## src/rtl/dacif_pkg.sv

```systemverilog
package dacif_pkg;

    // system control field positions in the write data
    localparam int SYS_BYTE_BIT  = 0;
    localparam int SYS_TWOS_BIT  = 1;
    localparam int SYS_PD_BIT    = 2;
    localparam int SYS_STBY_BIT  = 3;
    localparam int SYS_CLR_BIT   = 4;

    // channel control field positions in the write data
    localparam int CH_BIAS_LSB   = 0;
    localparam int CH_BIAS_W     = 2;
    localparam int CH_SUB_BIT    = 2;
    localparam int CH_STBY_BIT   = 3;
    localparam int CH_CLR_BIT    = 4;
    localparam int CTL_W         = 5;

    // low part carried by the first byte write
    localparam int BYTE_W        = 8;

    typedef struct packed {
        logic byte_fmt;
        logic twos;
        logic pwrdn;
        logic pkg_stby;
    } sys_ctrl_t;

    typedef struct packed {
        logic [CH_BIAS_W-1:0] bias;
        logic                 sub_sel;
        logic                 stby;
        logic                 clr_pend;
    } ch_ctrl_t;

endpackage

```

## src/rtl/dacif_decode.sv

```systemverilog
module dacif_decode #(
    parameter int NCH = 8,
    localparam int AW = $clog2(NCH)
) (
    input  logic          wr_i,
    input  logic          mode_i,
    input  logic          sel_i,
    input  logic [AW-1:0] addr_i,
    input  logic          clr_bit_i,
    output logic          sys_we_o,
    output logic          sys_clr_o,
    output logic [NCH-1:0] chctl_we_o,
    output logic          dat_we_o
);

    always_comb begin
        sys_we_o   = wr_i && !mode_i && !sel_i;
        sys_clr_o  = sys_we_o && clr_bit_i;
        dat_we_o   = wr_i && mode_i;
        chctl_we_o = '0;
        for (int i = 0; i < NCH; i++) begin
            chctl_we_o[i] = wr_i && !mode_i && sel_i && (addr_i == AW'(i));
        end
    end

endmodule

```

## src/rtl/dacif_assemble.sv

```systemverilog
module dacif_assemble
    import dacif_pkg::*;
#(
    parameter int NCH    = 8,
    parameter int CODE_W = 10,
    localparam int AW    = $clog2(NCH),
    localparam int HI_W  = CODE_W - BYTE_W
) (
    input  logic              clk,
    input  logic              rst_n,
    input  logic              dat_we_i,
    input  logic              sys_we_i,
    input  logic [AW-1:0]     addr_i,
    input  logic [CODE_W-1:0] data_i,
    input  logic              byte_fmt_i,
    input  logic              twos_i,
    input  logic [NCH-1:0]    sub_sel_i,
    output logic [NCH-1:0]    code_we_o,
    output logic              code_sub_o,
    output logic [CODE_W-1:0] code_val_o
);

    typedef struct packed {
        logic              second;
        logic [BYTE_W-1:0] lo;
    } asm_t;

    asm_t              s_d, s_q;
    logic              fire;
    logic [CODE_W-1:0] raw;

    always_comb begin
        s_d        = s_q;
        fire       = 1'b0;
        raw        = '0;
        code_sub_o = 1'b0;
        if (sys_we_i) begin
            s_d.second = 1'b0;
        end else if (dat_we_i) begin
            if (!byte_fmt_i) begin
                raw        = data_i;
                code_sub_o = sub_sel_i[addr_i];
                fire       = 1'b1;
            end else if (!s_q.second) begin
                s_d.second = 1'b1;
                s_d.lo     = data_i[BYTE_W-1:0];
            end else begin
                s_d.second = 1'b0;
                raw        = {data_i[HI_W:1], s_q.lo};
                code_sub_o = data_i[0];
                fire       = 1'b1;
            end
        end
        code_val_o = twos_i ? {~raw[CODE_W-1], raw[CODE_W-2:0]} : raw;
        for (int i = 0; i < NCH; i++) begin
            code_we_o[i] = fire && (addr_i == AW'(i));
        end
    end

    always_ff @(posedge clk or negedge rst_n) begin
        if (!rst_n) s_q <= '0;
        else        s_q <= s_d;
    end

endmodule

```

## src/rtl/dacif_channel.sv

```systemverilog
module dacif_channel
    import dacif_pkg::*;
#(
    parameter int CODE_W = 10
) (
    input  logic              clk,
    input  logic              rst_n,
    input  logic              ctl_we_i,
    input  logic [CTL_W-1:0]  ctl_wdata_i,
    input  logic              code_we_i,
    input  logic              code_sub_i,
    input  logic [CODE_W-1:0] code_val_i,
    input  logic              load_i,
    input  logic [CODE_W-1:0] clr_val_i,
    input  logic              sys_clr_i,
    input  logic [CODE_W-1:0] sys_clr_val_i,
    output ch_ctrl_t          ctl_o,
    output logic [CODE_W-1:0] main_o,
    output logic [CODE_W-1:0] sub_o
);

    typedef struct packed {
        ch_ctrl_t          ctl;
        logic [CODE_W-1:0] main_in;
        logic [CODE_W-1:0] sub_in;
        logic [CODE_W-1:0] main_out;
        logic [CODE_W-1:0] sub_out;
    } ch_state_t;

    ch_state_t s_d, s_q;

    always_comb begin
        s_d = s_q;
        // load transfers the pre-write input contents
        if (load_i) begin
            s_d.main_out = s_q.main_in;
            s_d.sub_out  = s_q.sub_in;
            if (s_q.ctl.clr_pend) begin
                s_d.main_in      = clr_val_i;
                s_d.main_out     = clr_val_i;
                s_d.ctl.clr_pend = 1'b0;
            end
        end
        if (sys_clr_i) begin
            s_d.main_in  = sys_clr_val_i;
            s_d.main_out = sys_clr_val_i;
        end
        if (ctl_we_i) begin
            s_d.ctl.bias     = ctl_wdata_i[CH_BIAS_LSB +: CH_BIAS_W];
            s_d.ctl.sub_sel  = ctl_wdata_i[CH_SUB_BIT];
            s_d.ctl.stby     = ctl_wdata_i[CH_STBY_BIT];
            s_d.ctl.clr_pend = ctl_wdata_i[CH_CLR_BIT];
        end
        if (code_we_i) begin
            if (code_sub_i) s_d.sub_in  = code_val_i;
            else            s_d.main_in = code_val_i;
        end
    end

    always_ff @(posedge clk or negedge rst_n) begin
        if (!rst_n) s_q <= '0;
        else        s_q <= s_d;
    end

    assign ctl_o  = s_q.ctl;
    assign main_o = s_q.main_out;
    assign sub_o  = s_q.sub_out;

endmodule

```

## src/rtl/dacif_top.sv

```systemverilog
module dacif_top
    import dacif_pkg::*;
#(
    parameter int NCH    = 8,
    parameter int CODE_W = 10,
    localparam int AW    = $clog2(NCH)
) (
    input  logic                    clk,
    input  logic                    rst_n,
    input  logic                    wr_i,
    input  logic                    mode_i,
    input  logic                    sel_i,
    input  logic [AW-1:0]           addr_i,
    input  logic [CODE_W-1:0]       data_i,
    input  logic                    load_i,
    output logic                    fmt_byte_o,
    output logic                    coding_twos_o,
    output logic                    pwrdn_o,
    output logic [NCH-1:0]          chan_off_o,
    output logic [2*NCH-1:0]        bias_sel_o,
    output logic [NCH-1:0]          clr_pend_o,
    output logic [NCH*CODE_W-1:0]   main_code_o,
    output logic [NCH*CODE_W-1:0]   sub_code_o
);

    localparam logic [CODE_W-1:0] MID_CODE = {1'b1, {(CODE_W-1){1'b0}}};

    sys_ctrl_t         sys_d, sys_q;
    logic              sys_we, sys_clr, dat_we;
    logic [NCH-1:0]    chctl_we, code_we, sub_sel;
    logic              code_sub;
    logic [CODE_W-1:0] code_val, clr_val, sys_clr_val;
    ch_ctrl_t          ctl_w [NCH];

    dacif_decode #(.NCH(NCH)) u_decode (
        .wr_i       (wr_i),
        .mode_i     (mode_i),
        .sel_i      (sel_i),
        .addr_i     (addr_i),
        .clr_bit_i  (data_i[SYS_CLR_BIT]),
        .sys_we_o   (sys_we),
        .sys_clr_o  (sys_clr),
        .chctl_we_o (chctl_we),
        .dat_we_o   (dat_we)
    );

    always_comb begin
        sys_d = sys_q;
        if (sys_we) begin
            sys_d.byte_fmt = data_i[SYS_BYTE_BIT];
            sys_d.twos     = data_i[SYS_TWOS_BIT];
            sys_d.pwrdn    = data_i[SYS_PD_BIT];
            sys_d.pkg_stby = data_i[SYS_STBY_BIT];
        end
        clr_val     = sys_q.twos ? MID_CODE : '0;
        sys_clr_val = data_i[SYS_TWOS_BIT] ? MID_CODE : '0;
    end

    always_ff @(posedge clk or negedge rst_n) begin
        if (!rst_n) begin
            sys_q          <= '0;
            sys_q.pkg_stby <= 1'b1;
        end else begin
            sys_q <= sys_d;
        end
    end

    dacif_assemble #(.NCH(NCH), .CODE_W(CODE_W)) u_assemble (
        .clk        (clk),
        .rst_n      (rst_n),
        .dat_we_i   (dat_we),
        .sys_we_i   (sys_we),
        .addr_i     (addr_i),
        .data_i     (data_i),
        .byte_fmt_i (sys_q.byte_fmt),
        .twos_i     (sys_q.twos),
        .sub_sel_i  (sub_sel),
        .code_we_o  (code_we),
        .code_sub_o (code_sub),
        .code_val_o (code_val)
    );

    for (genvar i = 0; i < NCH; i++) begin : g_ch
        dacif_channel #(.CODE_W(CODE_W)) u_channel (
            .clk           (clk),
            .rst_n         (rst_n),
            .ctl_we_i      (chctl_we[i]),
            .ctl_wdata_i   (data_i[CTL_W-1:0]),
            .code_we_i     (code_we[i]),
            .code_sub_i    (code_sub),
            .code_val_i    (code_val),
            .load_i        (load_i),
            .clr_val_i     (clr_val),
            .sys_clr_i     (sys_clr),
            .sys_clr_val_i (sys_clr_val),
            .ctl_o         (ctl_w[i]),
            .main_o        (main_code_o[i*CODE_W +: CODE_W]),
            .sub_o         (sub_code_o[i*CODE_W +: CODE_W])
        );
        assign sub_sel[i]          = ctl_w[i].sub_sel;
        assign bias_sel_o[2*i +: 2] = ctl_w[i].bias;
        assign clr_pend_o[i]       = ctl_w[i].clr_pend;
        assign chan_off_o[i]       = sys_q.pwrdn | sys_q.pkg_stby | ctl_w[i].stby;
    end

    assign fmt_byte_o    = sys_q.byte_fmt;
    assign coding_twos_o = sys_q.twos;
    assign pwrdn_o       = sys_q.pwrdn;

endmodule

```

## config.mk

```make
export PLATFORM = sky130hd
export DESIGN_NAME = dacif_top
export DESIGN_NICKNAME = d
export VERILOG_FILES = /design/src/rtl/dacif_pkg.sv /design/src/rtl/dacif_decode.sv /design/src/rtl/dacif_assemble.sv /design/src/rtl/dacif_channel.sv /design/src/rtl/dacif_top.sv
export SDC_FILE = /design/constraint.sdc
export NUM_CORES = 1
export LEC_CHECK = 0
export BUFFER_PORTS_ARGS = -buffer_cell sky130_fd_sc_hd__buf_2
export CAP_MARGIN = 25
export CORE_ASPECT_RATIO = 1.75
export CORE_MARGIN = 10
export CORE_UTILIZATION = 55
export CTS_BUF_LIST = sky130_fd_sc_hd__clkbuf_16
export DETAILED_ROUTE_END_ITERATION = 7
export MAX_ROUTING_LAYER = met4
export PLACE_DENSITY = 0.84
export SETUP_SLACK_MARGIN = 0.4
export SYNTH_ARGS = -nofsm -noshare
export SYNTH_HDL_FRONTEND = slang
export SYNTH_SLANG_ARGS = --single-unit
export TNS_END_PERCENT = 20
```

## constraint.sdc

```tcl
create_clock -name clk -period 5.43 [get_ports clk]
set_input_delay 0.543 -clock clk [delete_from_list [all_inputs] [get_ports clk]]
set_output_delay 0.543 -clock clk [all_outputs]
set_load 0.1 [all_outputs]
```

# Yosys cells after proc, flatten, opt, wreduce, memory -nomap -nowiden
# Index checks and enable logic that the tools add are counted.
[word_totals]
regBits = 373
latchBits = 0
mem_bits_rw = 0
mem_bits_ro = 0
output_inout_bits = 195
elab_cells = 237
n_memories = 0
[classes]
add_sub_neg = 0
multipliers = 0
div = 0
order_cmp = 1
n_eq_ne = 7
shift = 0
mux = 102
bitwise = 12
n_reduce_logical = 45
[op_table]
columns = ["op", "count"]
rows = [
  ["two-way mux 10 bit", 55],
  ["two-way mux 20 bit", 16],
  ["two-way mux 11 bit", 8],
  ["nonzero test 2 bit", 11],
  ["logical AND 1 bit", 21],
  ["two-way mux 1 bit", 19],
  ["two-way mux 9 bit", 2],
  ["AND reduction 2 bit", 9],
  ["equality test 3 bit (second input constant)", 4],
  ["bitwise OR 1 bit", 9],
  ["two-way mux 8 bit", 1],
  ["equality test 3 x 2 -> 1 bit (second input constant)", 2],
  ["less-than comparator 3 x 4 -> 1 bit (second input constant)", 1],
  ["AND reduction 4 bit", 1],
  ["binary-select mux 1 bit (select 3 bit)", 1],
  ["equality test 3 x 1 -> 1 bit (second input constant)", 1],
  ["logical NOT 3 bit", 1],
  ["inverter 1 bit", 3],
  ["logical NOT 1 bit", 2],
]

# Longest topological paths before layout
# Gate-level depths: netlist of the first run.
[depth]
depth_word = 8
depth_mapped = 7
mapped_depth_nobuf = 4

# By module
# A second synthesis of the first run with hierarchy kept.
[unflattened]
hier_cells = 1404
hier_area_um2 = 17837.1
[by_module_without_submodules]
columns = ["mod", "n_inst", "cells_per_inst", "area_per_inst_um2", "seq_area_each_um2"]
rows = [
  ["dacif_channel", 8, 161, 2103.3, 1126.1],
  ["dacif_assemble", 1, 82, 703.2, 225.2],
  ["dacif_top", 1, 17, 200.2, 101.3],
  ["dacif_decode", 1, 17, 107.6, 0.0],
]

# Worst setup path before layout of the first run
# Ideal clock, no wire load.
[synth_timing]
path_type = "register to register"
from = "register sys_q, in the netlist fmt_byte_o"
to = "register g_ch[7].u_channel.s_q[20] in the netlist's numbering"
arrival_time_ns = 2.376
required_ns = 5.305
slack_ns = 2.929
path_stages_with_launch = 6
n_path_buf = 1
period_less_slack_ns = 2.501
cell_sequence = "dfrtp_1 > nand3_1 > nor3_2 > o21ba_1 > buf_4 > mux2_2"
[synth_via]
elab_chain_len = 5
word_cells_on_any_way = 12
[synth_rtl]
columns = ["element", "line_no", "rtl"]
rows = [
  ["start: declaration", "dacif_top.sv:28", "sys_ctrl_t sys_d, sys_q;"],
  ["start signal: assignment", "dacif_top.sv:64", "sys_q <= sys_d;"],
  ["two-way mux 1 bit", "dacif_assemble.sv:40", "if (!byte_fmt_i) begin"],
  ["two-way mux 1 bit", "dacif_assemble.sv:39", "end else if (dat_we_i) begin"],
  ["two-way mux 1 bit", "dacif_assemble.sv:37", "if (sys_we_i) begin"],
  ["logical AND 1 bit", "dacif_assemble.sv:56", "code_we_o[i] = fire && (addr_i == AW'(i));"],
  ["AND reduction 2 bit (no source line)", "--", ""],
  ["end signal: assignment", "dacif_channel.sv:61", "if (!rst_n) s_q <= '0;"],
  ["end signal: assignment", "dacif_channel.sv:62", "else s_q <= s_d;"],
  ["end: declaration", "dacif_channel.sv:30", "ch_state_t s_d, s_q;"],
]
# Several ways; a longest one is shown, not always the timed one.
# A chain may end at the register's enable or synchronous reset.

# Worst setup path in the final report of the first run
[layout_timing]
from = "register sys_q, in the netlist fmt_byte_o"
to = "register g_ch[5].u_channel.s_q[20] in the netlist's numbering"
[layout_via]
elab_chain_len = 5
word_cells_on_any_way = 12
[layout_rtl]
columns = ["element", "line_no"]
rows = [
  ["two-way mux 1 bit", "dacif_assemble.sv:40"],
  ["two-way mux 1 bit", "dacif_assemble.sv:39"],
  ["two-way mux 1 bit", "dacif_assemble.sv:37"],
  ["logical AND 1 bit", "dacif_assemble.sv:56"],
  ["AND reduction 2 bit (no source line)", "--"],
  ["end signal: assignment", "dacif_channel.sv:61"],
  ["end signal: assignment", "dacif_channel.sv:62"],
  ["end: declaration", "dacif_channel.sv:30"],
]
# Several ways; a longest one is shown, not always the timed one.

==> results.ini, run 1 <==
[timing]
skew_ns=0.0204
fmax_ghz=0.343
worst_slew_pin_slew_ns=1.06
finalHoldViolations=0
setup_violations=0
timing.final.crit_period_ns=2.92
rsz0062_at_grt=false
drv_slew=0
min_period_over_period=0.538
max_slew_margin=0.286
fin_tns_setup_ns=0

[power]
switching_power_mw=2.78
combPwrFrac=0.252
p_per_area_nw_per_um2=425
peakVddDrop_uv=318
internal-power_mw=4.94
p_leak_nw=9.56
seqPwrFrac=0.425
clockPowerShare=0.323
switching_share=0.360

[cells_and_area]
drive_gt1_frac=0.335
fill_cells=2433
area_delta_synth_final_pct=7.29
nets=1445
finalNonFillerCells=1850

[clock_tree]
postCtsResizedCells=0
path_clk_slew_ns=0.07
cts_root_buf=clkbuf_16
cts_tree=done
postCtsSetupBuffers=0
worst_skew_pair.late_latency_ns=0.52
cts_made_buffers=34
htree_levels=2
cts.path.max_buffers=3
cts_sinks=373
holdBufCountCts=0

[place]
io_buffers=213
place.gp.congestion=0.922
hpwl_um=28100
dp_cells=1779

[global_routing]
antenna_found_initial=9
track_usage=0.209
grt_pass1_wl_um=62600
first_global_vias=10900
overflow=0
grt_max_degree=134

[route]
route.final.wire_length_um=40300
via_count=10300
wire_per_inst_um=21.8
dr.pass1.iters=5
drc=0
drtAntennaViolNets=0
via_per_inst=5.56
drt-initial-drc-count=547

[worst_setup_path]
crit_family=flip-flops
end_kind=register
critPathSlowestCell=dfrtp_1
crit_type=register to register
crit_required_ns=5.82
r2r_slack_ns=2.51
cp_max_fo=32
cp-start-kind=register
worstPathArrival_ns=3.31
rr_worst_depth=4
cp_cell_sequence=nand3_1 -> nor3_2 -> o21a_1 -> mux2_2
cp_slowest_stage_delay_ns=1.02
r2r-start=fmt_byte_o
reg2reg_to=g_ch[5].u_channel.s_q[20]
worst-path-buf-inv=0

[floorplanning]
rows=85
die_height_um=252
die_area_um2=38500
die_w_um=153
ios=214
start_util=0.553
core_area_um2=30600

[yosys]
synth-edff-count=0
netlist_area_um2=17000
syn_avg_cell_area_um2=11.9
yosys_warnings=0
synth_cell_types=51
synth-seq-area-share=0.551
synth_area_leaders=dfrtp_1 55%, mux2_2 12%, buf_4 8.5%
synth_ff_type=dfrtp_1
yosys.area.top_type=dfrtp_1
synthCells=1419
ys_ff_latch=373
synthArstFlopShare=1.00
syn-num-nets=1438
synth_common_cells=372 x dfrtp_1, 191 x buf_4, 180 x mux2_2
synth.most_common_cell=dfrtp_1
synth_top_cell_area_share=0.549

[flow_run]
cap_violations=0

[hold_path]
hp-class=input port to asynchronous set/reset pin

[status]
status=completed

[through the flow]
stage	hold WS, ns	setup slack, ns	total power, mW	instance area [um2]	utilization
floorplan	0.247	2.93	5.04	17000	-
global placement	0.463	2.55	5.23	16900	0.552
detailed placement	0.471	2.53	5.29	17000	0.554
CTS	0.122	2.55	7.79	18100	0.592
global route	0.161	2.35	7.99	18200	0.594
finish	0.106	2.51	7.73	18200	0.594
[power by group through the flow]
stage / Sequential (mW) / Combinational (mW) / Clock [mW]
final: 3.28 / 1.95 / 2.49
after global routing: 3.32 / 2.03 / 2.65
after CTS: 3.28 / 1.96 / 2.54
after detailed placement: 3.33 / 1.96 / 0
after global placement: 3.31 / 1.92 / 0
after floorplan: 3.27 / 1.77 / 0
[registers in the layout (all words and copies together) (netlist names)]
name                   count
coding_twos_o              1
g_ch.u_channel.s_q       160
g_ch.u_channel.sub_o      80
sys_q                      1
pwrdn_o                    1
g_ch.u_channel.main_o     80
g_ch.u_channel.ctl_o      40
u_assemble.s_q             9
fmt_byte_o                 1
[cell usage in the layout (no fill, tap or decap), types with 3 or more instances in the layout]
cell        instances
nand3b_1           12
nand2b_1           13
clkinv_2            9
buf_2             211
mux2_2            180
nand2_2             3
dfrtp_1           372
o21ai_0            24
and2_1              3
and3_1              9
clkinv_1            4
a21oi_1            90
or3_1               8
bufinv_16           6
o21a_1              9
clkinvlp_4          3
nand2_1           107
buf_4              16
o211ai_1            3
inv_1               6
nand3_1             7
diode_2             9
nor2_1             67
mux2i_1            92
mux2_1             29
clkbuf_16          35
nor2b_1            86
o21ai_1             9
[logic make-up after synthesis]
group                     Yosys count  synth area share
muxes                             302             0.195
xor gates and xnor gates            1          0.000517
and+or+nand+nor                   328            0.0973
buffers and inverters             266             0.103
AOI/OAI and AO/OA                 149            0.0532
DFF                               373             0.551
[final cells by class]
class / instances / area [um2] / area share
diodes: 9 / 22.5 / 0.00124
clock buffers: 35 / 876 / 0.0482
clock inverters: 25 / 279 / 0.0153
inverters: 4 / 15.0 / 0.000826
multi-input cells: 780 / 5890 / 0.324
flip-flops and latches: 373 / 9340 / 0.513
well taps: 391 / 489 / 0.0269
repair buffers: 233 / 1280 / 0.0705
[metal layers]
| metal | GRT usage | vias to the layer above | part of all wire |
|---|---|---|---|
| met5 | - | - | 0 |
| met4 | 0.0970 | 0 | 0.044 |
| met3 | 0.0397 | 104 | 0.051 |
| met2 | 0.368 | 321 | 0.53 |
| met1 | 0.223 | 5212 | 0.37 |
| li1 | - | 4641 | - |
[worst max path at each step]
stage	startpoint	to	slack (ns)	cells past startpoint
6_report	fmt_byte_o	g_ch[5].u_channel.s_q[20]	2.51	4
5_1_grt	fmt_byte_o	g_ch[7].u_channel.s_q[22]	2.35	4
4_1_cts	fmt_byte_o	g_ch[5].u_channel.s_q[20]	2.55	4
3_5_place_dp	addr_i[1]	g_ch[2].u_channel.s_q[39]	2.53	4
3_3_place_gp	addr_i[1]	g_ch[6].u_channel.s_q[39]	2.55	5
2_1_floorplan	fmt_byte_o	g_ch[7].u_channel.s_q[20]	2.93	5
No activity file was read; power rests on OpenSTA's default activity.
==> run 2, diff against run 1 <==
Settings changed: CORE_UTILIZATION 55 to 53, PLACE_DENSITY 0.84 to 0.85.
Clock period 5.43 ns to 2.55 ns, I/O delays scaled along.
==> run 2 against run 1 <==
Net effect: combinational power rose by 110%; routed wire length rose by 0.34%; sequential cell count did not move; setup slack got worse by 2.0 ns; clock power rose by 93%; largest cell class unchanged.
==> results.ini, run 2 (same netlist as run 1, synthesis figures left out) <==
[hold_path]
hp-class=input port to register
hp-start=data_i[4]

[cells_and_area]
area_delta_synth_final_pct=8.02
drive_gt1_frac=0.342
nets=1473
fin_area_um2=18300
layout_common_cells=370 x dfrtp_1, 211 x buf_2, 180 x mux2_2
top_register=g_ch.u_channel.s_q
layout_commonest_cell=dfrtp_1
largest_register_ffs=160
fill_cells=2526
finalNonFillerCells=1881

[global_routing]
grt_max_degree=90
overflow=0
grt_pass1_wl_um=62100
antenna_found_initial=8
first_global_vias=10700
track_usage=0.204

[worst_setup_path]
critPathSlowestCell=dfrtp_1
worstPathArrival_ns=1.80
cp_slowest_stage_delay_ns=0.71
r2r-start=g_ch[1].u_channel.ctl_o[2]
crit_type=register to output port
r2r_slack_ns=0.50
cp_max_fo=19
crit_start=coding_twos_o
crit_family=flip-flops
crit_required_ns=2.30
worst-path-buf-inv=1
cp-start-kind=register
end_kind=output port
cp_cell_sequence=buf_2

[flow_run]
cap_violations=0

[place]
post_dp_cell_area_um2=17200
dp_cells=1808
hpwl_um=29100
io_buffers=213
pre_cts_ws_ns=0.282
place.gp.congestion=0.919

[route]
wire_per_inst_um=21.5
dr.pass1.iters=4
drc=0
drtAntennaViolNets=0
route.final.wire_length_um=40400
drt-initial-drc-count=514
via_per_inst=5.45
via_count=10300

[clock_tree]
worst_skew_pair.late_latency_ns=0.54
cts.path.max_buffers=3
cts_tree=done
cts_made_buffers=35
htree_levels=2
path_clk_slew_ns=0.06
cts_sinks=373
cts_root_buf=clkbuf_16

[timing]
fmax_ghz=0.488
max_slew_margin=0.438
worst_slew_pin_slew_ns=0.838
rsz0062_at_grt=true
setup_violations=0
skew_ns=0.0266
drv_slew=0
finalWorstSetupSlack_ns=0.499
min_period_over_period=0.804
finalHoldViolations=0
timing.final.crit_period_ns=2.05
fin_tns_setup_ns=0

[power]
p_total_mw=16.0
p_per_area_nw_per_um2=873
p_leak_nw=9.66
peakVddDrop_uv=746

[floorplanning]
die_height_um=257
start_util=0.538
die_area_um2=39800
core_area_um2=31500
die_w_um=155
rows=86
ios=214

[status]
status=completed

run 2: per-stage QoR:
step	util	hold WS, ns
2_1_floorplan	-	-0.0406
3_3_place_gp	0.546	0.296
3_5_place_dp	0.546	0.294
4_1_cts	0.580	0.0662
5_1_grt	0.581	0.0818
6_report	0.581	0.0842
run 2: repair_timing:
action | 4_1_cts | 5_1_grt
endpoints found under the hold margin | 73 | 0
gates resized for setup | 1 | 1
gates cloned | 0 | 0
hold buffers | 4 | 0
buffers inserted | 0 | 1
setup endpoints to repair | 10 | 22
run 2: worst paths after layout:
kind / to / cells after the start
worst max-delay path: coding_twos_o / 1
worst min-delay path: g_ch[1].u_channel.ctl_o[0] / 3
worst max register to register: g_ch[3].u_channel.s_q[20] / 4
worst min register to register: g_ch[1].u_channel.sub_o[9] / 1
max in group asynchronous: g_ch[7].u_channel.main_o[2] / 3
min in group asynchronous: g_ch[4].u_channel.sub_o[3] / 2
run 2: layer usage:
| metal | global-route usage | up-vias | part of all wire |
|---|---|---|---|
| met5 | - | - | 0 |
| met2 | 0.359 | 290 | 0.54 |
| met4 | 0.0801 | 0 | 0.036 |
| met3 | 0.0385 | 89 | 0.051 |
| li1 | - | 4701 | - |
| met1 | 0.220 | 5175 | 0.37 |
run 2: power breakdown:
group | switching, mW | leakage [nW] | total (mW) | internal (mW)
combinational | 3.30 | 4.07 | 4.18 | 0.879
sequential | 0.439 | 5.05 | 7.00 | 6.57
clock | 2.19 | 0.541 | 4.80 | 2.61
run 2: layout make-up:
class | instances | area [um2] | share of cell area
Inverter | 4 | 15.0 | 0.000820
Antenna cell | 8 | 20.0 | 0.00109
Timing Repair Buffer | 260 | 1520 | 0.0832
Clock buffer | 35 | 876 | 0.0478
Sequential cell | 373 | 9340 | 0.510
Clock inverter | 25 | 151 | 0.00827
Tap cell | 396 | 495 | 0.0271
Multi-Input combinational cell | 780 | 5890 | 0.322
